$ cat src/rtl/boot_seq_pkg.sv
package boot_seq_pkg;

    typedef enum logic [1:0] {
        SQ_RUN  = 2'd0,
        SQ_HALT = 2'd1,
        SQ_INIT = 2'd2,
        SQ_HOLD = 2'd3
    } sq_state_e;

    typedef struct packed {
        logic float_en;
        logic stat_en;
        logic ale;
        logic hlda;
    } bus_ctl_t;

    function automatic logic is_running(input sq_state_e s);
        return s == SQ_RUN;
    endfunction

endpackage

$ cat src/rtl/bs_sync.sv
module bs_sync #(
    parameter int STAGES = 2,
    parameter int WIDTH  = 1
) (
    input  logic             clk,
    input  logic             sys_rst,
    input  logic [WIDTH-1:0] din,
    output logic [WIDTH-1:0] dout
);
    logic [WIDTH-1:0] chain [STAGES];

    generate
        for (genvar g = 0; g < STAGES; g++) begin : g_stage
            if (g == 0) begin : g_first
                always_ff @(posedge clk) begin
                    if (sys_rst) chain[0] <= '0;
                    else         chain[0] <= din;
                end
            end else begin : g_next
                always_ff @(posedge clk) begin
                    if (sys_rst) chain[g] <= '0;
                    else         chain[g] <= chain[g-1];
                end
            end
        end
    endgenerate

    assign dout = chain[STAGES-1];
endmodule

$ cat src/rtl/bs_width_qual.sv
module bs_width_qual #(
    parameter int MIN_HIGH = 4
) (
    input  logic clk,
    input  logic sys_rst,
    input  logic level,
    output logic wide
);
    localparam int CW = $clog2(MIN_HIGH + 2);
    localparam logic [CW-1:0] TOP = CW'(MIN_HIGH + 1);

    logic [CW-1:0] cnt_q;

    always_ff @(posedge clk) begin
        if (sys_rst)      cnt_q <= '0;
        else if (!level)  cnt_q <= '0;
        else if (cnt_q != TOP) cnt_q <= cnt_q + 1'b1;
    end

    assign wide = (cnt_q == TOP);


    short_ignored_chk: assert property (@(posedge clk) disable iff (sys_rst)
        (!level && !wide) |=> !wide);
endmodule

$ cat src/rtl/bs_nmi_gate.sv
module bs_nmi_gate (
    input  logic clk,
    input  logic sys_rst,
    input  logic nmi_s,
    input  logic open_win,
    input  logic clr,
    input  logic ack,
    output logic pend
);
    logic prev_q;
    logic pend_q;
    logic rise;

    assign rise = nmi_s & ~prev_q;

    always_ff @(posedge clk) begin
        if (sys_rst) begin
            prev_q <= 1'b0;
            pend_q <= 1'b0;
        end else begin
            prev_q <= nmi_s;
            if (clr)                  pend_q <= 1'b0;
            else if (rise && open_win) pend_q <= 1'b1;
            else if (ack)             pend_q <= 1'b0;
        end
    end

    assign pend = pend_q;


    pend_holds_chk: assert property (@(posedge clk) disable iff (sys_rst)
        (pend_q && !ack && !clr) |=> pend_q);


    blind_drop_chk: assert property (@(posedge clk) disable iff (sys_rst)
        (!pend_q && !open_win) |=> !pend_q);
endmodule

$ cat src/rtl/boot_sequencer.sv
module boot_sequencer
    import boot_seq_pkg::*;
#(
    parameter int          SYNC_STAGES = 2,
    parameter int          MIN_HIGH    = 4,
    parameter int          INIT_LEN    = 10,
    parameter int          NMI_BLIND   = 2,
    parameter int          ADDR_W      = 20,
    parameter logic [19:0] RESET_VEC   = 20'hFFFF0
) (
    input  logic              clk,
    input  logic              sys_rst,
    input  logic              reset_pin,
    input  logic              nmi_pin,
    input  logic              nmi_ack,
    input  logic              hold_req,
    input  logic              core_ale,
    input  logic              core_hlda,
    output logic              core_run,
    output logic              fetch_go,
    output logic [ADDR_W-1:0] start_addr,
    output logic              nmi_req,
    output logic              bus_float,
    output logic              stat_en,
    output logic              ale,
    output logic              hlda
);
    localparam int IC_W = $clog2(INIT_LEN + 1);
    localparam logic [IC_W-1:0] IC_LAST  = IC_W'(INIT_LEN - 1);
    localparam logic [IC_W-1:0] IC_BLIND = IC_W'(NMI_BLIND);

    logic [1:0] pins_s;
    logic       rst_s, nmi_s, wide;

    sq_state_e      st_q, st_d;
    logic [IC_W-1:0] ic_q, ic_d;
    logic           qual_q, qual_d;
    logic           go_q, go_d;
    logic           stat1_q;
    logic           open_win;
    bus_ctl_t       bus;

    bs_sync #(.STAGES(SYNC_STAGES), .WIDTH(2)) i_sync (
        .clk(clk), .sys_rst(sys_rst),
        .din({nmi_pin, reset_pin}), .dout(pins_s)
    );
    assign rst_s = pins_s[0];
    assign nmi_s = pins_s[1];

    bs_width_qual #(.MIN_HIGH(MIN_HIGH)) i_qual (
        .clk(clk), .sys_rst(sys_rst), .level(rst_s), .wide(wide)
    );

    assign open_win = (st_q == SQ_RUN) || (st_q == SQ_HOLD) ||
                      ((st_q == SQ_INIT) && (ic_q >= IC_BLIND));

    bs_nmi_gate i_nmi (
        .clk(clk), .sys_rst(sys_rst), .nmi_s(nmi_s), .open_win(open_win),
        .clr(st_q == SQ_HALT), .ack(nmi_ack), .pend(nmi_req)
    );

    always_comb begin
        st_d   = st_q;
        ic_d   = ic_q;
        qual_d = qual_q;
        go_d   = 1'b0;
        unique case (st_q)
            SQ_RUN: begin
                if (wide) begin
                    st_d   = SQ_HALT;
                    qual_d = 1'b1;
                end
            end
            SQ_HALT: begin
                if (wide) qual_d = 1'b1;
                if (!rst_s && qual_q) begin
                    st_d   = SQ_INIT;
                    ic_d   = '0;
                    qual_d = 1'b0;
                end
            end
            SQ_INIT: begin
                if (wide) begin
                    st_d   = SQ_HALT;
                    qual_d = 1'b1;
                end else if (ic_q == IC_LAST) begin
                    if (hold_req) st_d = SQ_HOLD;
                    else begin
                        st_d = SQ_RUN;
                        go_d = 1'b1;
                    end
                end else begin
                    ic_d = ic_q + 1'b1;
                end
            end
            SQ_HOLD: begin
                if (wide) begin
                    st_d   = SQ_HALT;
                    qual_d = 1'b1;
                end else if (!hold_req) begin
                    st_d = SQ_RUN;
                    go_d = 1'b1;
                end
            end
            default: st_d = SQ_HALT;
        endcase
    end

    always_ff @(posedge clk) begin
        if (sys_rst) begin
            st_q    <= SQ_HALT;
            ic_q    <= '0;
            qual_q  <= 1'b0;
            go_q    <= 1'b0;
            stat1_q <= 1'b0;
        end else begin
            st_q    <= st_d;
            ic_q    <= ic_d;
            qual_q  <= qual_d;
            go_q    <= go_d;
            stat1_q <= (st_q == SQ_RUN) && wide;
        end
    end

    always_comb begin
        bus.float_en = !is_running(st_q);
        bus.stat_en  = is_running(st_q) || stat1_q;
        bus.ale      = is_running(st_q) && core_ale;
        bus.hlda     = (st_q == SQ_HOLD) || (is_running(st_q) && core_hlda);
    end

    assign core_run   = is_running(st_q);
    assign fetch_go   = go_q;
    assign start_addr = ADDR_W'(RESET_VEC);
    assign bus_float  = bus.float_en;
    assign stat_en    = bus.stat_en;
    assign ale        = bus.ale;
    assign hlda       = bus.hlda;


    halt_on_wide_chk: assert property (@(posedge clk) disable iff (sys_rst)
        wide |=> !core_run);


    go_in_run_chk: assert property (@(posedge clk) disable iff (sys_rst)
        fetch_go |-> core_run);


    init_bound_chk: assert property (@(posedge clk) disable iff (sys_rst)
        (st_q == SQ_INIT) |-> (ic_q <= IC_LAST));


    ale_quiet_chk: assert property (@(posedge clk) disable iff (sys_rst)
        bus_float |-> !ale);


    stat_once_chk: assert property (@(posedge clk) disable iff (sys_rst)
        (stat1_q && !core_run) |=> !stat_en || core_run);


    hold_grant_chk: assert property (@(posedge clk) disable iff (sys_rst)
        (st_q == SQ_HOLD && hold_req && !wide) |=> hlda);
endmodule

$ cat config.mk
export PLATFORM = sky130hd
export DESIGN_NAME = boot_sequencer
export DESIGN_NICKNAME = d
export VERILOG_FILES = /design/src/rtl/boot_seq_pkg.sv /design/src/rtl/bs_sync.sv /design/src/rtl/bs_width_qual.sv /design/src/rtl/bs_nmi_gate.sv /design/src/rtl/boot_sequencer.sv
export SDC_FILE = /design/constraint.sdc
export NUM_CORES = 1
export LEC_CHECK = 0
export CAP_MARGIN = 40
export CORE_MARGIN = 4
export CORE_UTILIZATION = 35
export CTS_CLUSTER_DIAMETER = 30
export DETAILED_ROUTE_END_ITERATION = 12
export DONT_BUFFER_PORTS = 1
export PLACE_DENSITY = 0.54
export REMOVE_ABC_BUFFERS = 1
export SLEW_MARGIN = 20
export SYNTH_ARGS = -nofsm -noshare
export SYNTH_HDL_FRONTEND = slang
export SYNTH_HIERARCHICAL = 1
export SYNTH_SLANG_ARGS = --single-unit
$ cat constraint.sdc
create_clock -name clk -period 2.05 [get_ports clk]
set_input_delay 0.205 -clock clk [delete_from_list [all_inputs] [get_ports clk]]
set_output_delay 0.205 -clock clk [all_outputs]
set_load 0.01 [all_outputs]
==> out/metrics.yaml <==
run_status:
  outcome: "complete, no violations"
drt:
  num_vias: 797
  routed_wirelength_um: 2090
  wl_per_cell_um: 12.1
  drt_iter0_markers: 26
  antenna_left: 0
  drcViolationCount: 0
  firstDrtPassIters: 5
  viasPerCell: 4.63
clock_network:
  cts_buffer_depth: 2
  root_buffer: "clkbuf_4"
  cts_tree: "yes"
  insertion_delay_ns: 0.31
  post_cts_buffers: 0
  h-tree-depth: 1
  cts_sinks: 18
  path_clk_slew_ns: 0.11
  cts_buffers: 3
sta:
  slew_headroom_pct: 62.2
  hold_viol: 0
  timing.final.crit_share_pct: 90.1
  slew_violations: 0
  post-route-min-period_ns: 1.85
  worst_pin_slew_ns: 0.566
  tns_ns: 0
  max_freq_mhz: 541
  finalHoldWorstSlack_ns: 0.0221
  rsz0062_at_grt: "false"
  fin_skew_ns: 0.00424
  finalSetupViolCount: 0
die:
  rows: 20
  die_area_mm2: 0.00427
  io_pins: 35
  die_w_um: 65.3
  start_util_pct: 37.1
  fp.dieH_um: 65.3
  core_mm2: 0.00310
critical_path:
  path_class: "flip-flop to flip-flop"
  cp_slowest_stage_delay_ns: 0.44
  worstPathRequired_ns: 2.24
  cp-start-kind: "flip-flop"
  cp_slowest_cell: "dfxtp_1"
  path_cells: "inv_1 -> ha_1 -> and4b_2 -> a2111oi_4 -> mux2i_1 -> nor2_1"
  worstPathArrival_ns: 2.04
  worstSetupEndpointType: "flip-flop"
  crit_fanout: 9
synthesis:
  ys_seq_area_share_pct: 31.3
  synth_flop_cell: "dfxtp_1"
  syn_avg_cell_area_um2: 9.13
  ys_async_sr_fraction_pct: 0
  syn_inst: 126
  synth.distinct_cells: 36
  ys_seq_elements: 18
  synth_warnings: 6
  synth_edf_count: 0
  synth_area_mm2: 0.00115
placed_design:
  place_hpwl_um: 1510
  io_buffer_count: 0
  gp_congestion: 0.779
run:
  drv_cap: 0
pwr:
  power_density_mw_per_mm2: 743
  leakage_nw: 0.478
  vdd_drop_max_mv: 0.219
  power.total_uw: 873
final_layout:
  nNetsFinal: 148
  antennaDiodeCount: 0
  area_delta_synth_final_pct: 2.07
  drive_above_1_share_pct: 10.9
min_path:
  hold_path.class: "input port to flip-flop"
grt:
  grt_util_all_layers_pct: 10.3
  grt_pass1_vias: 753
  antenna_found_initial: 0
  grt_pass1_wl_um: 3320
  grt_overflow: 0
  grt_max_degree: 15
-- where the power goes --
group	total, mW	internal, mW	switching [mW]
Combinational	0.256	0.0961	0.160
Clock	0.231	0.109	0.122
Sequential	0.386	0.368	0.0185
-- state kept, by name, indices dropped and copies added (netlist names) --
signal	flops
i_sync/chain	4
ic_q	4
i_qual/cnt_q	3
st_q	2
fetch_go	1
i_nmi/pend	1
i_nmi/prev_q	1
qual_q	1
stat1_q	1
-- critical path, delay by kind of cell, from the launching register on --
| kind | cells | cell delay [ns] |
|---|---|---|
| adder cells (fa/ha/maj) | 1 | 0.30 |
| AND/OR/NAND/NOR | 2 | 0.34 |
| AO/OA/AOI/OAI | 1 | 0.30 |
| buffers and inverters | 1 | 0.12 |
| flip-flops | 1 | 0.44 |
| multiplexers | 1 | 0.23 |
-- cells in the final DEF, fill, tap and decap left out, drive strengths merged, types with 4 or more instances in the layout --
master	instances
conb	20
dfxtp	18
ha	11
nor2	9
inv	8
nor2b	6
nand2b	5
a21oi	5
nand2	4
clkbuf	4
-- repair_timing --
action | CTS | global route
gates resized for setup | 0 | 1
endpoints found under the setup margin | 0 | 1
hold buffers | 2 | 0
hold endpoints to repair | 14 | 0
-- layer usage --
metal	GRT usage (%)	vias up	wire, um
met4	5.70	0	44
met3	3.59	5	148
met5	0	-	0
li1	-	394	-
met2	16.9	31	976
met1	11.6	367	920
-- Yosys cell counts, types with 2 or more instances --
| cell type | n | share of area, % |
|---|---|---|
| buf_4 | 20 | 13 |
| nand3_1 | 3 | 1.3 |
| a211oi_2 | 2 | 2.2 |
| nand3b_1 | 2 | 1.3 |
| nor4_1 | 2 | 1.1 |
| a21oi_1 | 5 | 2.2 |
| and3b_1 | 2 | 1.5 |
| inv_1 | 8 | 2.6 |
| clkbuf_1 | 2 | 0.65 |
| ha_1 | 11 | 12 |
| nand2_1 | 4 | 1.3 |
| nor2_1 | 9 | 2.9 |
| a31oi_1 | 2 | 1.1 |
| dfxtp_1 | 18 | 31 |
| o21ai_0 | 2 | 0.87 |
| and2_1 | 2 | 1.1 |
| conb_1 | 2 | 0.65 |
| nand2b_1 | 5 | 2.7 |
| nor2b_1 | 6 | 3.3 |
| a2111oi_4 | 2 | 4.8 |
| a311oi_1 | 2 | 1.5 |
-- worst paths after layout --
path	startpoint	to	slack, ns	cells past startpoint
hold reg to reg	i_sync/chain[0][1]$_SDFF_PP0_	i_sync/chain[1][1]$_SDFF_PP0_	0.45	1
setup reg to reg	st_q[0]$_SDFFE_PP1P_	ic_q[1]$_SDFFE_PP0P_	0.20	6
hold / removal	reset_pin	i_sync/chain[0][0]$_SDFF_PP0_	0.02	1
setup / recovery	st_q[0]$_SDFFE_PP1P_	ic_q[1]$_SDFFE_PP0P_	0.20	6
-- layout make-up --
| type | count | area [um2] |
|---|---|---|
| Fill cell | 340 | 1930 |
| Timing Repair Buffer | 2 | 20.0 |
| Multi-Input combinational cell | 96 | 672 |
| Clock buffer | 4 | 36.3 |
| Tap cell | 44 | 55.1 |
| Sequential cell | 18 | 360 |
| Inverter | 8 | 30.0 |
-- metrics by stage --
step | util, % | area [um2] | worst slack [ns] | std cells
floorplan | - | 1060 | 0.392 | 122
global placement | 35.9 | 1110 | 0.184 | 166
detailed placement | 35.9 | 1110 | 0.159 | 166
CTS | 37.7 | 1170 | 0.110 | 172
global route | 37.8 | 1170 | 0.0525 | 172
finish | 37.8 | 1170 | 0.202 | 172
-- kinds of logic after synthesis --
group                    synth area share (%)
AO/OA/AOI/OAI                            18.2
adder cells (fa/ha/maj)                  12.0
buffers and inverters                    16.3
flip-flops                               31.3
multiplexers                            0.871
other                                   0.653
AND/OR/NAND/NOR                          20.7
(Power assumes the default switching activity.)
